### config.mk
export PLATFORM = sky130hd
export DESIGN_NAME = usbfs_line_ctrl
export DESIGN_NICKNAME = d
export VERILOG_FILES = /design/src/rtl/usbfs_line_pkg.sv /design/src/rtl/usbfs_rx_sync.sv /design/src/rtl/usbfs_eye_gen.sv /design/src/rtl/usbfs_tx_mux.sv /design/src/rtl/usbfs_line_ctrl.sv
export SDC_FILE = /design/constraint.sdc
export NUM_CORES = 1
export LEC_CHECK = 0
export BUFFER_PORTS_ARGS = -buffer_cell sky130_fd_sc_hd__buf_2
export CAP_MARGIN = 20
export CORE_AREA = 2 2 39 41
export CTS_BUF_LIST = sky130_fd_sc_hd__clkbuf_16
export DETAILED_ROUTE_END_ITERATION = 10
export DIE_AREA = 0 0 41 43
export HOLD_SLACK_MARGIN = 0.12
export MAX_ROUTING_LAYER = met4
export PLACE_DENSITY_LB_ADDON = 0.15
export SYNTH_ARGS = -nofsm -noshare
export SYNTH_HDL_FRONTEND = slang
export SYNTH_SLANG_ARGS = --single-unit
### constraint.sdc
create_clock -name clk -period 1.7 [get_ports clk]
set_input_delay 0.255 -clock clk [delete_from_list [all_inputs] [get_ports clk]]
set_output_delay 0.255 -clock clk [all_outputs]
set_load 0.02 [all_outputs]
### src/rtl/usbfs_line_pkg.sv
package usbfs_line_pkg;

    typedef enum logic [1:0] {
        LS_SE0     = 2'b00,
        LS_DIFF0   = 2'b01,
        LS_DIFF1   = 2'b10,
        LS_ILLEGAL = 2'b11
    } line_state_e;

    typedef struct packed {
        logic run;    // test pattern active
        logic sym_k;  // 1 = K symbol, 0 = J symbol
        logic fs;     // speed captured at start
    } eye_state_t;

    localparam eye_state_t EYE_RESET = '{run: 1'b0, sym_k: 1'b0, fs: 1'b0};

    function automatic line_state_e decode_line(input logic vp, input logic vm);
        line_state_e r;
        unique case ({vp, vm})
            2'b00:   r = LS_SE0;
            2'b01:   r = LS_DIFF0;
            2'b10:   r = LS_DIFF1;
            default: r = LS_ILLEGAL;
        endcase
        return r;
    endfunction

    // Returns {vpo, vmo} for a symbol at the given speed.
    function automatic logic [1:0] sym_pins(input logic fs, input logic sym_k);
        logic [1:0] j_lvl;
        j_lvl = fs ? 2'b10 : 2'b01;
        return sym_k ? ~j_lvl : j_lvl;
    endfunction

endpackage

### src/rtl/usbfs_rx_sync.sv
module usbfs_rx_sync
    import usbfs_line_pkg::*;
#(
    parameter int STAGES = 2
) (
    input  logic        clk,
    input  logic        rst_n,
    input  logic        rx_vp,
    input  logic        rx_vm,
    output line_state_e line_state
);
    localparam int LAST = STAGES - 1;

    typedef struct packed {
        logic [STAGES-1:0] vp;
        logic [STAGES-1:0] vm;
    } sync_t;

    sync_t sync_d, sync_q;

    always_comb begin
        sync_d    = sync_q;
        sync_d.vp = {sync_q.vp[STAGES-2:0], rx_vp};
        sync_d.vm = {sync_q.vm[STAGES-2:0], rx_vm};
    end

    always_ff @(posedge clk or negedge rst_n) begin
        if (!rst_n) sync_q <= '0;
        else        sync_q <= sync_d;
    end

    assign line_state = decode_line(sync_q.vp[LAST], sync_q.vm[LAST]);

    generate
        if (STAGES == 2) begin : g_lat_chk
            logic [1:0] warm_q;
            always_ff @(posedge clk or negedge rst_n) begin
                if (!rst_n)             warm_q <= 2'd0;
                else if (warm_q != 2'd3) warm_q <= warm_q + 2'd1;
            end
            // state reflects inputs from two edges earlier
            p_sync_latency_r5: assert property (@(posedge clk) disable iff (!rst_n)
                (warm_q >= 2'd2) |->
                (line_state == decode_line($past(rx_vp, 2), $past(rx_vm, 2))));
        end
    endgenerate

endmodule

### src/rtl/usbfs_eye_gen.sv
module usbfs_eye_gen
    import usbfs_line_pkg::*;
(
    input  logic clk,
    input  logic rst_n,
    input  logic core_en,
    input  logic eye_en,
    input  logic full_speed,
    input  logic bit_tick,
    output logic eye_active,
    output logic eye_vpo,
    output logic eye_vmo
);
    eye_state_t eye_d, eye_q;
    logic       go;

    assign go = eye_en & core_en;

    always_comb begin
        eye_d = eye_q;
        if (!eye_q.run) begin
            if (go) begin
                eye_d.run   = 1'b1;
                eye_d.fs    = full_speed;
                eye_d.sym_k = full_speed;   // FS opens with K, LS with J
            end
        end else if (bit_tick) begin
            if (go) eye_d.sym_k = ~eye_q.sym_k;
            else    eye_d.run   = 1'b0;
        end
    end

    always_ff @(posedge clk or negedge rst_n) begin
        if (!rst_n) eye_q <= EYE_RESET;
        else        eye_q <= eye_d;
    end

    assign eye_active         = eye_q.run;
    assign {eye_vpo, eye_vmo} = sym_pins(eye_q.fs, eye_q.sym_k);

    // both speeds open on vpo=0, vmo=1
    p_first_sym_r7: assert property (@(posedge clk) disable iff (!rst_n)
        $rose(eye_active) |-> (!eye_vpo && eye_vmo));

    // start only when both enables were high
    p_start_gate_r10: assert property (@(posedge clk) disable iff (!rst_n)
        $rose(eye_active) |-> $past(eye_en && core_en));

    // a bit pulse while running flips the symbol
    p_toggle_r8: assert property (@(posedge clk) disable iff (!rst_n)
        (eye_active && $past(eye_active && bit_tick)) |-> (eye_vpo != $past(eye_vpo)));

    // no change without a bit pulse
    p_hold_r9: assert property (@(posedge clk) disable iff (!rst_n)
        ($past(eye_active) && !$past(bit_tick)) |->
        (eye_active && $stable(eye_vpo) && $stable(eye_vmo)));

endmodule

### src/rtl/usbfs_tx_mux.sv
module usbfs_tx_mux (
    input  logic eye_active,
    input  logic eye_vpo,
    input  logic eye_vmo,
    input  logic tx_dp_req,
    input  logic tx_dm_req,
    input  logic tx_drive_req,
    input  logic ext_xcvr,
    input  logic mon_force,
    output logic pad_vpo,
    output logic pad_vmo,
    output logic pad_oe_n,
    output logic oe_mon
);
    logic driving;
    logic mon_en;

    always_comb begin
        if (eye_active) begin
            pad_vpo = eye_vpo;
            pad_vmo = eye_vmo;
            driving = 1'b1;
        end else begin
            pad_vpo = tx_dp_req;
            pad_vmo = tx_dm_req;
            driving = tx_drive_req;
        end
        pad_oe_n = ~driving;
        mon_en   = ext_xcvr | mon_force;
        oe_mon   = mon_en & driving;
    end

endmodule

### src/rtl/usbfs_line_ctrl.sv
module usbfs_line_ctrl
    import usbfs_line_pkg::*;
#(
    parameter int SYNC_STAGES = 2
) (
    input  logic       clk,
    input  logic       rst_n,
    input  logic       core_en,
    input  logic       full_speed,
    input  logic       ext_xcvr,
    input  logic       mon_force,
    input  logic       eye_en,
    input  logic       bit_tick,
    input  logic       tx_dp_req,
    input  logic       tx_dm_req,
    input  logic       tx_drive_req,
    input  logic       rx_vp,
    input  logic       rx_vm,
    output logic       pad_vpo,
    output logic       pad_vmo,
    output logic       pad_oe_n,
    output logic       oe_mon,
    output logic       eye_busy,
    output logic [1:0] line_state
);
    logic        eye_vpo, eye_vmo;
    line_state_e ls;

    usbfs_rx_sync #(.STAGES(SYNC_STAGES)) u_rx (
        .clk        (clk),
        .rst_n      (rst_n),
        .rx_vp      (rx_vp),
        .rx_vm      (rx_vm),
        .line_state (ls)
    );

    usbfs_eye_gen u_eye (
        .clk        (clk),
        .rst_n      (rst_n),
        .core_en    (core_en),
        .eye_en     (eye_en),
        .full_speed (full_speed),
        .bit_tick   (bit_tick),
        .eye_active (eye_busy),
        .eye_vpo    (eye_vpo),
        .eye_vmo    (eye_vmo)
    );

    usbfs_tx_mux u_tx (
        .eye_active   (eye_busy),
        .eye_vpo      (eye_vpo),
        .eye_vmo      (eye_vmo),
        .tx_dp_req    (tx_dp_req),
        .tx_dm_req    (tx_dm_req),
        .tx_drive_req (tx_drive_req),
        .ext_xcvr     (ext_xcvr),
        .mon_force    (mon_force),
        .pad_vpo      (pad_vpo),
        .pad_vmo      (pad_vmo),
        .pad_oe_n     (pad_oe_n),
        .oe_mon       (oe_mon)
    );

    assign line_state = ls;

    // test running means transceiver enabled and a differential symbol
    p_eye_drives_r6: assert property (@(posedge clk) disable iff (!rst_n)
        eye_busy |-> (!pad_oe_n && (pad_vpo != pad_vmo)));

    // monitor silent when neither enable is set
    p_mon_off_r3: assert property (@(posedge clk) disable iff (!rst_n)
        (!ext_xcvr && !mon_force) |-> !oe_mon);

    // an enabled monitor never reports driving while output enable is high
    p_mon_track_r3: assert property (@(posedge clk) disable iff (!rst_n)
        oe_mon |-> !pad_oe_n);

endmodule

# Word-level counts from Yosys, hierarchy flattened
# Index checks and enable logic that the tools add are counted.
[word_totals] regBits=7 inputBits=13 wordCells=29 out_inout_bits=7
[classes] muxes=11 bitwise_logic=7 n_eq_ne=3 n_reduce_logical=3
[op_table] cell="$mux W2" count=4
[op_table] cell="$pmux W2 S3" count=1
[op_table] cell="$mux W1" count=5
[op_table] cell="$reduce_and A2 Y1" count=2
[op_table] cell="$mux W3" count=1
[op_table] cell="$not A1 Y1" count=3
[op_table] cell="$and A1 B1 Y1" count=2
[op_table] cell="$eq A2 B1 Y1 const B" count=1
[op_table] cell="$eq A2 B2 Y1 const B" count=1
[op_table] cell="$logic_not A2 Y1" count=1
[op_table] cell="$ne A2 B2 Y1 const B" count=1
[op_table] cell="$not A2 Y2" count=1
[op_table] cell="$or A1 B1 Y1" count=1

# Depth between registers and ports, before layout
# Gate-level depths: netlist of run 1.
[logic_depth] word_depth=4 mapped_depth=3 mapped_depth_nobuf=3

# By module
# From an unflattened synthesis of run 1, not the netlist that was laid out.
[hier_totals] hier_cells=24 hier_area_um2=289.0
[by_module_without_submodules] module="usbfs_eye_gen" instances=1 area_each_um2=145.1 cells_per_inst=14 seq_area_each_um2=75.1
[by_module_without_submodules] module="usbfs_rx_sync" instances=1 area_each_um2=107.6 cells_per_inst=6 seq_area_each_um2=100.1
[by_module_without_submodules] module="usbfs_tx_mux" instances=1 area_each_um2=36.3 cells_per_inst=4 seq_area_each_um2=0.0

# Least setup slack after synthesis of run 1
# Ideal clock, no wire load.
[synth_path] path_type="reg2out" start="register u_eye.eye_q (netlist bit u_eye.eye_active)" end="output port oe_mon" path_slack_ns=0.363 stages_incl_launch_ff=3 required_time_ns=1.445 arrival_ns=1.082 n_path_buf=0 cell_sequence="dfrtp_1 > nor2_1 > nor2_1"
[synth_between] elab_chain_cells=2
[synth_lines] element="from (decl)" line="usbfs_eye_gen.sv:14" source="eye_state_t eye_d, eye_q;"
[synth_lines] element="from (signal assigned)" line="usbfs_eye_gen.sv:35" source="else eye_q <= eye_d;"
[synth_lines] element="$mux W1" line="usbfs_tx_mux.sv:19" source="if (eye_active) begin"
[synth_lines] element="$and A1 B1 Y1" line="usbfs_tx_mux.sv:30" source="oe_mon = mon_en & driving;"
[synth_lines] element="to (decl)" line="usbfs_line_ctrl.sv:22" source="output logic oe_mon,"
# No other way between the ends.

# Worst setup path after layout of run 1
[layout_path] start="register u_eye.eye_q[1] (netlist name)" end="output port pad_vmo"
[layout_between] elab_chain_cells=2
[layout_lines] element="$mux W2" line="usbfs_line_pkg.sv:33" source="return sym_k ? ~j_lvl : j_lvl;"
[layout_lines] element="$mux W1" line="usbfs_tx_mux.sv:19"
[layout_lines] element="to (decl)" line="usbfs_line_ctrl.sv:20" source="output logic pad_vmo,"
# No other way between the ends.

==> results.py, run 1 <==
metrics = {
    "status": {
        "status": "finished, final reports clean",
    },
    "clock_tree": {
        "cts_tree": "built",
        "cts_buffer_depth": 2,
        "clk_pin_slew_ns": 0.03,
        "cts_resized": 0,
        "cts-buffers-inserted": 3,
        "htreeDepth": 1,
        "clock_sinks": 7,
        "worst_skew_pair.late_latency_ns": 0.23,
        "clock-root-buffer": "clkbuf_16",
    },
    "sta": {
        "min_period_ns": 1.38,
        "timing.final.setup_violations": 0,
        "post-route-period-util": 0.813,
        "setup_tns_ns": 0,
        "grt_setup_unrepaired": "false",
        "hold_viol": 0,
        "tightest_slew_ns": 0.257,
        "slew_viol_final": 0,
        "max_freq_mhz": 724,
        "slew_headroom": 0.829,
        "finClkSkew_ns": 0.00121,
    },
    "critical_path": {
        "cp_max_fo": 3,
        "cp_cell_sequence": "xnor2_1 -> nand2_1 -> o21ai_0 -> buf_2",
        "worstSetupPathType": "flop to output port",
        "worst_r2r_endpoint": "u_eye.eye_q[0]$_DFFE_PN0P_",
        "cp.required_ns": 1.44,
        "rr_worst_depth": 2,
        "worstSetupStartpointType": "flop",
        "cp_slowest_cell": "dfrtp_1",
        "r2r_start": "u_eye.eye_active$_DFF_PN0_",
        "cp-end-kind": "output port",
        "arrival_ns": 1.13,
        "worst-r2r-setup-slack_ns": 0.67,
        "cp_slowest_stage_delay_ns": 0.39,
    },
    "layout": {
        "drive_above_1_share": 0.500,
        "register_area_um2": 175,
        "syn_to_final_growth_pct": 70.1,
        "multiInputGateArea_um2": 93.8,
        "nFillCells": 145,
        "fin_nets": 62,
        "final_util": 0.344,
        "diodes": 0,
    },
    "synthesis": {
        "yosys_warnings": 0,
        "seq_area_frac_synth": 0.625,
        "netlist.area_leader.share": 0.625,
        "synth_nets": 39,
        "synth_area_leaders": "dfrtp_1 63%, mux2_4 5.4%, a31oi_1 4.5%, nand2_1 4.0%, nor2_1 4.0%",
        "syn_area_per_cell_um2": 10.8,
        "yosys.area.top_type": "dfrtp_1",
        "yosys_register_bits": 7,
        "netlist_instances": 26,
        "netlist_area_um2": 280,
        "synthDistinctLibCells": 13,
    },
    "detailed_routing": {
        "dr.pass1.iters": 2,
        "vias": 257,
        "drtIter0Drc": 1,
        "post_drt_wl_per_cell_um": 8.73,
        "routed_wl_um": 559,
        "vias_per_cell": 4.02,
        "drtAntennaViolNets": 0,
        "drc": 0,
    },
    "power_and_ir_drop": {
        "max-vdd-ir-drop_mv": 0.476,
        "comb_power_share": 0.144,
        "fin_total_pwr_mw": 0.686,
        "p_leak_nw": 0.246,
        "power.internal_mw": 0.537,
        "swShare": 0.217,
        "switchingPower_mw": 0.149,
        "pwr-share-seq": 0.287,
        "clkPwrFrac": 0.568,
        "power.density_nw_per_um2": 1440,
    },
    "placement": {
        "place.gp.congestion": 0.728,
        "io_buffers": 19,
        "place_hpwl_um": 447,
    },
    "run": {
        "drv_cap": 0,
    },
    "global_route": {
        "gr-total-overflow": 0,
        "grt_pass1_wl_um": 828,
        "grt_max_degree": 10,
        "antenna_found_initial": 0,
        "grt_util_all_layers": 0.0844,
        "grt_pass1_vias": 221,
    },
    "hold_path": {
        "worstHoldPathCells": 1,
        "hold_start": "rx_vm",
        "hold_path_end": "u_rx.sync_d[1]$_DFF_PN0_",
        "hold_class": "input port to flop",
    },
    "die": {
        "pin_count": 20,
        "die-area_um2": 1760,
        "die_height_um": 43,
        "start_util": 0.203,
        "rows": 14,
        "core_um2": 1380,
        "die_w_um": 41,
    },
}
-- Yosys cell counts, drive strengths merged --
cell type,n
nor2,4
a31oi,2
dfrtp,7
mux2,1
nand2b,1
nand2,3
clkbuf,2
nand3,1
o21a,1
o21ai,2
inv,1
xnor2,1
-- worst max-delay path, delay by kind of cell, from the launching register on --
family	cells	cell delay, ns
and+or+nand+nor	1	0.08
xor gates and xnor gates	1	0.16
DFF	1	0.39
AOI/OAI and AO/OA	1	0.08
buffers and inverters	1	0.18
-- power by group through the flow --
stage          registers, mW  clock network, mW  logic [mW]
4_1_cts                0.198              0.399       0.101
6_report               0.197              0.390      0.0990
3_3_place_gp           0.199                  0      0.0974
2_1_floorplan          0.200                  0      0.0600
3_5_place_dp           0.200                  0      0.0987
5_1_grt                0.200              0.411       0.110
-- worst max-delay path by stage --
| stage | startpoint | to | slack (ns) |
|---|---|---|---|
| finish | u_eye.eye_q[1]$_DFFE_PN0P_ | pad_vmo | 0.32 |
| global route | u_eye.eye_q[1]$_DFFE_PN0P_ | pad_vmo | 0.22 |
| CTS | u_eye.eye_q[1]$_DFFE_PN0P_ | pad_vmo | 0.30 |
| detailed placement | u_eye.eye_q[1]$_DFFE_PN0P_ | pad_vmo | 0.54 |
| global placement | u_eye.eye_q[1]$_DFFE_PN0P_ | pad_vmo | 0.57 |
| floorplan | u_eye.eye_active$_DFF_PN0_ | oe_mon | 0.36 |
-- state kept, by name, summed over array words and instances (netlist names) --
name              count
u_rx.sync_q           2
u_eye.eye_q           2
u_rx.sync_d           2
u_eye.eye_active      1
-- cell type report --
| cell class | instances | area share |
|---|---|---|
| multi-input combinational | 16 | 0.197 |
| clock inverter | 1 | 0.00787 |
| sequential | 7 | 0.367 |
| inverter | 1 | 0.00787 |
| clock buffer | 3 | 0.157 |
| timing repair buffer | 20 | 0.220 |
| tap | 16 | 0.0420 |
-- layer usage --
metal / track usage / part of all wire / vias up / wire [um]
li1: - / - / 127 / -
met3: 0.0471 / 0.11 / 3 / 64
met4: 0.120 / 0.045 / 0 / 25
met1: 0.0736 / 0.35 / 115 / 194
met5: - / 0 / - / 0
met2: 0.100 / 0.49 / 12 / 274
-- cells by family after synthesis --
| group | Yosys count | synth area share |
|---|---|---|
| flops | 7 | 0.625 |
| mux | 1 | 0.0536 |
| simple gates | 9 | 0.143 |
| buf+inv | 3 | 0.0402 |
| compound gates | 5 | 0.107 |
| xor+xnor | 1 | 0.0313 |
-- repair_timing --
action / CTS / global route
hold buffers: 1 / 0
endpoints found under the hold margin: 7 / 0
buffers inserted: 0 / 0
-- cell usage in the layout, fill, tap and decap left out, types with 2 or more instances in the layout --
| master | instances |
|---|---|
| a31oi_1 | 2 |
| buf_2 | 19 |
| clkbuf_16 | 3 |
| dfrtp_1 | 7 |
| inv_1 | 2 |
| nand2_1 | 3 |
| nor2_1 | 3 |
| o21ai_0 | 2 |
-- through the flow --
step,area [um^2],instances,hold slack (ns),setup WS (ns)
6_report,477,64,0.131,0.318
5_1_grt,477,64,0.127,0.218
4_1_cts,477,64,0.129,0.297
3_5_place_dp,388,59,0.0901,0.545
3_3_place_gp,388,59,0.0898,0.566
2_1_floorplan,280,26,-0.0406,0.363
Note: power is estimated with default switching activity, not from simulation.
==> run 2: changes to the inputs <==
--- a/config.mk
+++ b/config.mk
@@ -5,6 +5,7 @@
 export SDC_FILE = /design/constraint.sdc
 export NUM_CORES = 1
 export LEC_CHECK = 0
+export ABC_AREA = 1
 export BUFFER_PORTS_ARGS = -buffer_cell sky130_fd_sc_hd__buf_2
 export CAP_MARGIN = 20
 export CORE_AREA = 2 2 39 41
==> constraint.sdc (replaced) <==
create_clock -name clk -period 1.3 [get_ports clk]
set_input_delay 0.195 -clock clk [delete_from_list [all_inputs] [get_ports clk]]
set_output_delay 0.195 -clock clk [all_outputs]
set_load 0.02 [all_outputs]
==> results.py, run 2 <==
metrics = {
    "clock_tree": {
        "cts_buffer_depth": 2,
        "clock_sinks": 7,
        "clock-root-buffer": "clkbuf_16",
        "clk_pin_slew_ns": 0.04,
        "cts_tree": "built",
        "htreeDepth": 1,
        "worst_skew_pair.late_latency_ns": 0.22,
        "cts-buffers-inserted": 3,
    },
    "synthesis": {
        "seq_area_frac_synth": 0.586,
        "synthDistinctLibCells": 11,
        "yosys_warnings": 0,
        "syn_area_per_cell_um2": 9.06,
        "synth_edf_count": 0,
        "synth_nets": 46,
        "ys.flop_type": "dfrtp_1",
        "synthTopCellsByCount": "9 x nand2_1, 7 x dfrtp_1, 4 x nor2_1, 3 x o21ai_0",
        "synth_area_leaders": "dfrtp_1 59%, nand2_1 11%, o21ai_0 5.0%, nor2_1 5.0%, nand4_2 4.2%",
        "synth.most_common_cell": "nand2_1",
        "synthArstFlopShare": 1.00,
        "yosys.area.top_type": "dfrtp_1",
        "netlist.area_leader.share": 0.586,
        "netlist_instances": 33,
        "yosys_register_bits": 7,
        "netlist_area_um2": 299,
    },
    "sta": {
        "max_freq_mhz": 786,
        "setup_tns_ns": 0,
        "post-route-period-util": 0.979,
        "slew_viol_final": 0,
        "timing.final.setup_violations": 0,
        "slew_headroom": 0.906,
        "worst_slack_ns": 0.0275,
        "min_period_ns": 1.27,
        "tightest_slew_ns": 0.139,
        "finClkSkew_ns": 0.00127,
        "hold_viol": 0,
        "hold_ws_ns": 0.218,
    },
    "placement": {
        "place_ws_ns": 0.242,
        "placed_cell_area_um2": 407,
        "dp.cells": 66,
        "io_buffers": 19,
        "place.gp.congestion": 0.781,
    },
    "power_and_ir_drop": {
        "p_leak_nw": 0.290,
        "max-vdd-ir-drop_mv": 0.946,
        "power.density_nw_per_um2": 1690,
        "fin_total_pwr_mw": 0.900,
    },
    "layout": {
        "stdcell_count": 75,
        "fin_area_um2": 534,
        "nFillCells": 148,
        "diodes": 0,
        "fin_nets": 73,
        "drive_above_1_share": 0.492,
        "layout_common_cells": "18 x buf_2, 9 x nand2_1, 6 x dfrtp_1, 4 x nor2_1",
        "final_util": 0.386,
        "syn_to_final_growth_pct": 78.7,
        "multiInputGateArea_um2": 105,
        "mostFrequentLayoutCell": "buf_2",
        "register_area_um2": 176,
    },
    "global_route": {
        "grt_pass1_wl_mm": 1.08,
        "antenna_found_initial": 0,
        "grt_pass1_vias": 262,
        "gr-total-overflow": 0,
        "grt_util_all_layers": 0.0902,
        "grt_max_degree": 8,
    },
    "status": {
        "status": "finished, final reports clean",
    },
    "detailed_routing": {
        "vias": 280,
        "routed_wl_um": 634,
        "drtIter0Drc": 3,
        "drc": 0,
        "dr.pass1.iters": 2,
        "vias_per_cell": 3.73,
        "post_drt_wl_per_cell_um": 8.45,
        "drtAntennaViolNets": 0,
    },
    "critical_path": {
        "worstSetupPathType": "flop to output port",
        "cp_max_fo": 3,
        "cp-end-kind": "output port",
        "cp.required_ns": 1.11,
        "arrival_ns": 1.08,
        "worstSetupStartpointType": "flop",
    },
    "die": {
        "rows": 14,
        "pin_count": 20,
        "die-area_um2": 1760,
        "core_um2": 1380,
        "die_w_um": 41,
        "die_height_um": 43,
        "start_util": 0.216,
    },
    "hold_path": {
        "hold_class": "input port to flop",
    },
    "run": {
        "drv_cap": 0,
    },
}
run 2: cell count changes after synthesis, sizes merged:
| cell | previous run | this run |
|---|---|---|
| nor2 | 4 | 5 |
| o21ai | 2 | 3 |
| a31oi | 2 | 0 |
| nand3 | 1 | 2 |
| nand2 | 3 | 9 |
| nand2b | 1 | 0 |
| mux2 | 1 | 0 |
| xnor2 | 1 | 0 |
| nand4 | 0 | 1 |
| inv | 1 | 3 |
run 2: cell type report:
class	count	area share
multi-input combinational	21	0.197
tap	16	0.0375
sequential	7	0.330
clock buffer	3	0.141
clock inverter	1	0.00703
timing repair buffer	24	0.267
inverter	3	0.0211
run 2: worst max-delay path, cell delays in order, from the launching register on:
cell and delay [ns]:
dfrtp_1 0.39, inv_2 0.07, nand2_1 0.05, nand3_1 0.08, o21a_1 0.12, buf_4 0.13
run 2: logic make-up after synthesis:
kind of cell	Yosys count	synth area share
AND/OR/NAND/NOR	17	0.276
flip-flops	7	0.586
buffers and inverters	5	0.0628
AO/OA/AOI/OAI	4	0.0753
run 2: path summary, 6_finish.rpt:
check | slack, ns | cells after the start | startpoint | endpoint
max in group asynchronous | 0.81 | 2 | rst_n | u_eye.eye_active$_DFF_PN0_
min reg2reg | 0.34 | 0 | u_rx.sync_d[3]$_DFF_PN0_ | u_rx.sync_q[3]$_DFF_PN0_
max | 0.03 | 5 | u_eye.eye_q[1]$_DFFE_PN0P_ | pad_vmo
min | 0.22 | 2 | bit_tick | u_eye.eye_active$_DFF_PN0_
max reg2reg | 0.31 | 5 | u_eye.eye_active$_DFF_PN0_ | u_eye.eye_q[1]$_DFFE_PN0P_
min in group asynchronous | 0.33 | 2 | rst_n | u_rx.sync_d[1]$_DFF_PN0_
run 2: routing by layer:
metal	up-vias	wire length (um)	track usage
li1	154	-	-
met1	120	299	0.129
met2	6	291	0.113
met3	0	43	0.0471
met4	0	0	0.0200
met5	-	0	-
run 2: what timing repair did:
item                                    in CTS  in global routing
hold endpoints to repair                     9                  0
setup buffers                                0                  2
hold buffers                                 3                  0
gates resized for setup                      1                  2
endpoints found under the setup margin       1                  2
run 2: power breakdown:
part | switching (mW) | leakage, nW | internal (mW) | total (mW)
Combinational | 0.0779 | 0.165 | 0.0656 | 0.143
Sequential | 0.0152 | 0.0832 | 0.239 | 0.255
Clock | 0.103 | 0.0423 | 0.399 | 0.502
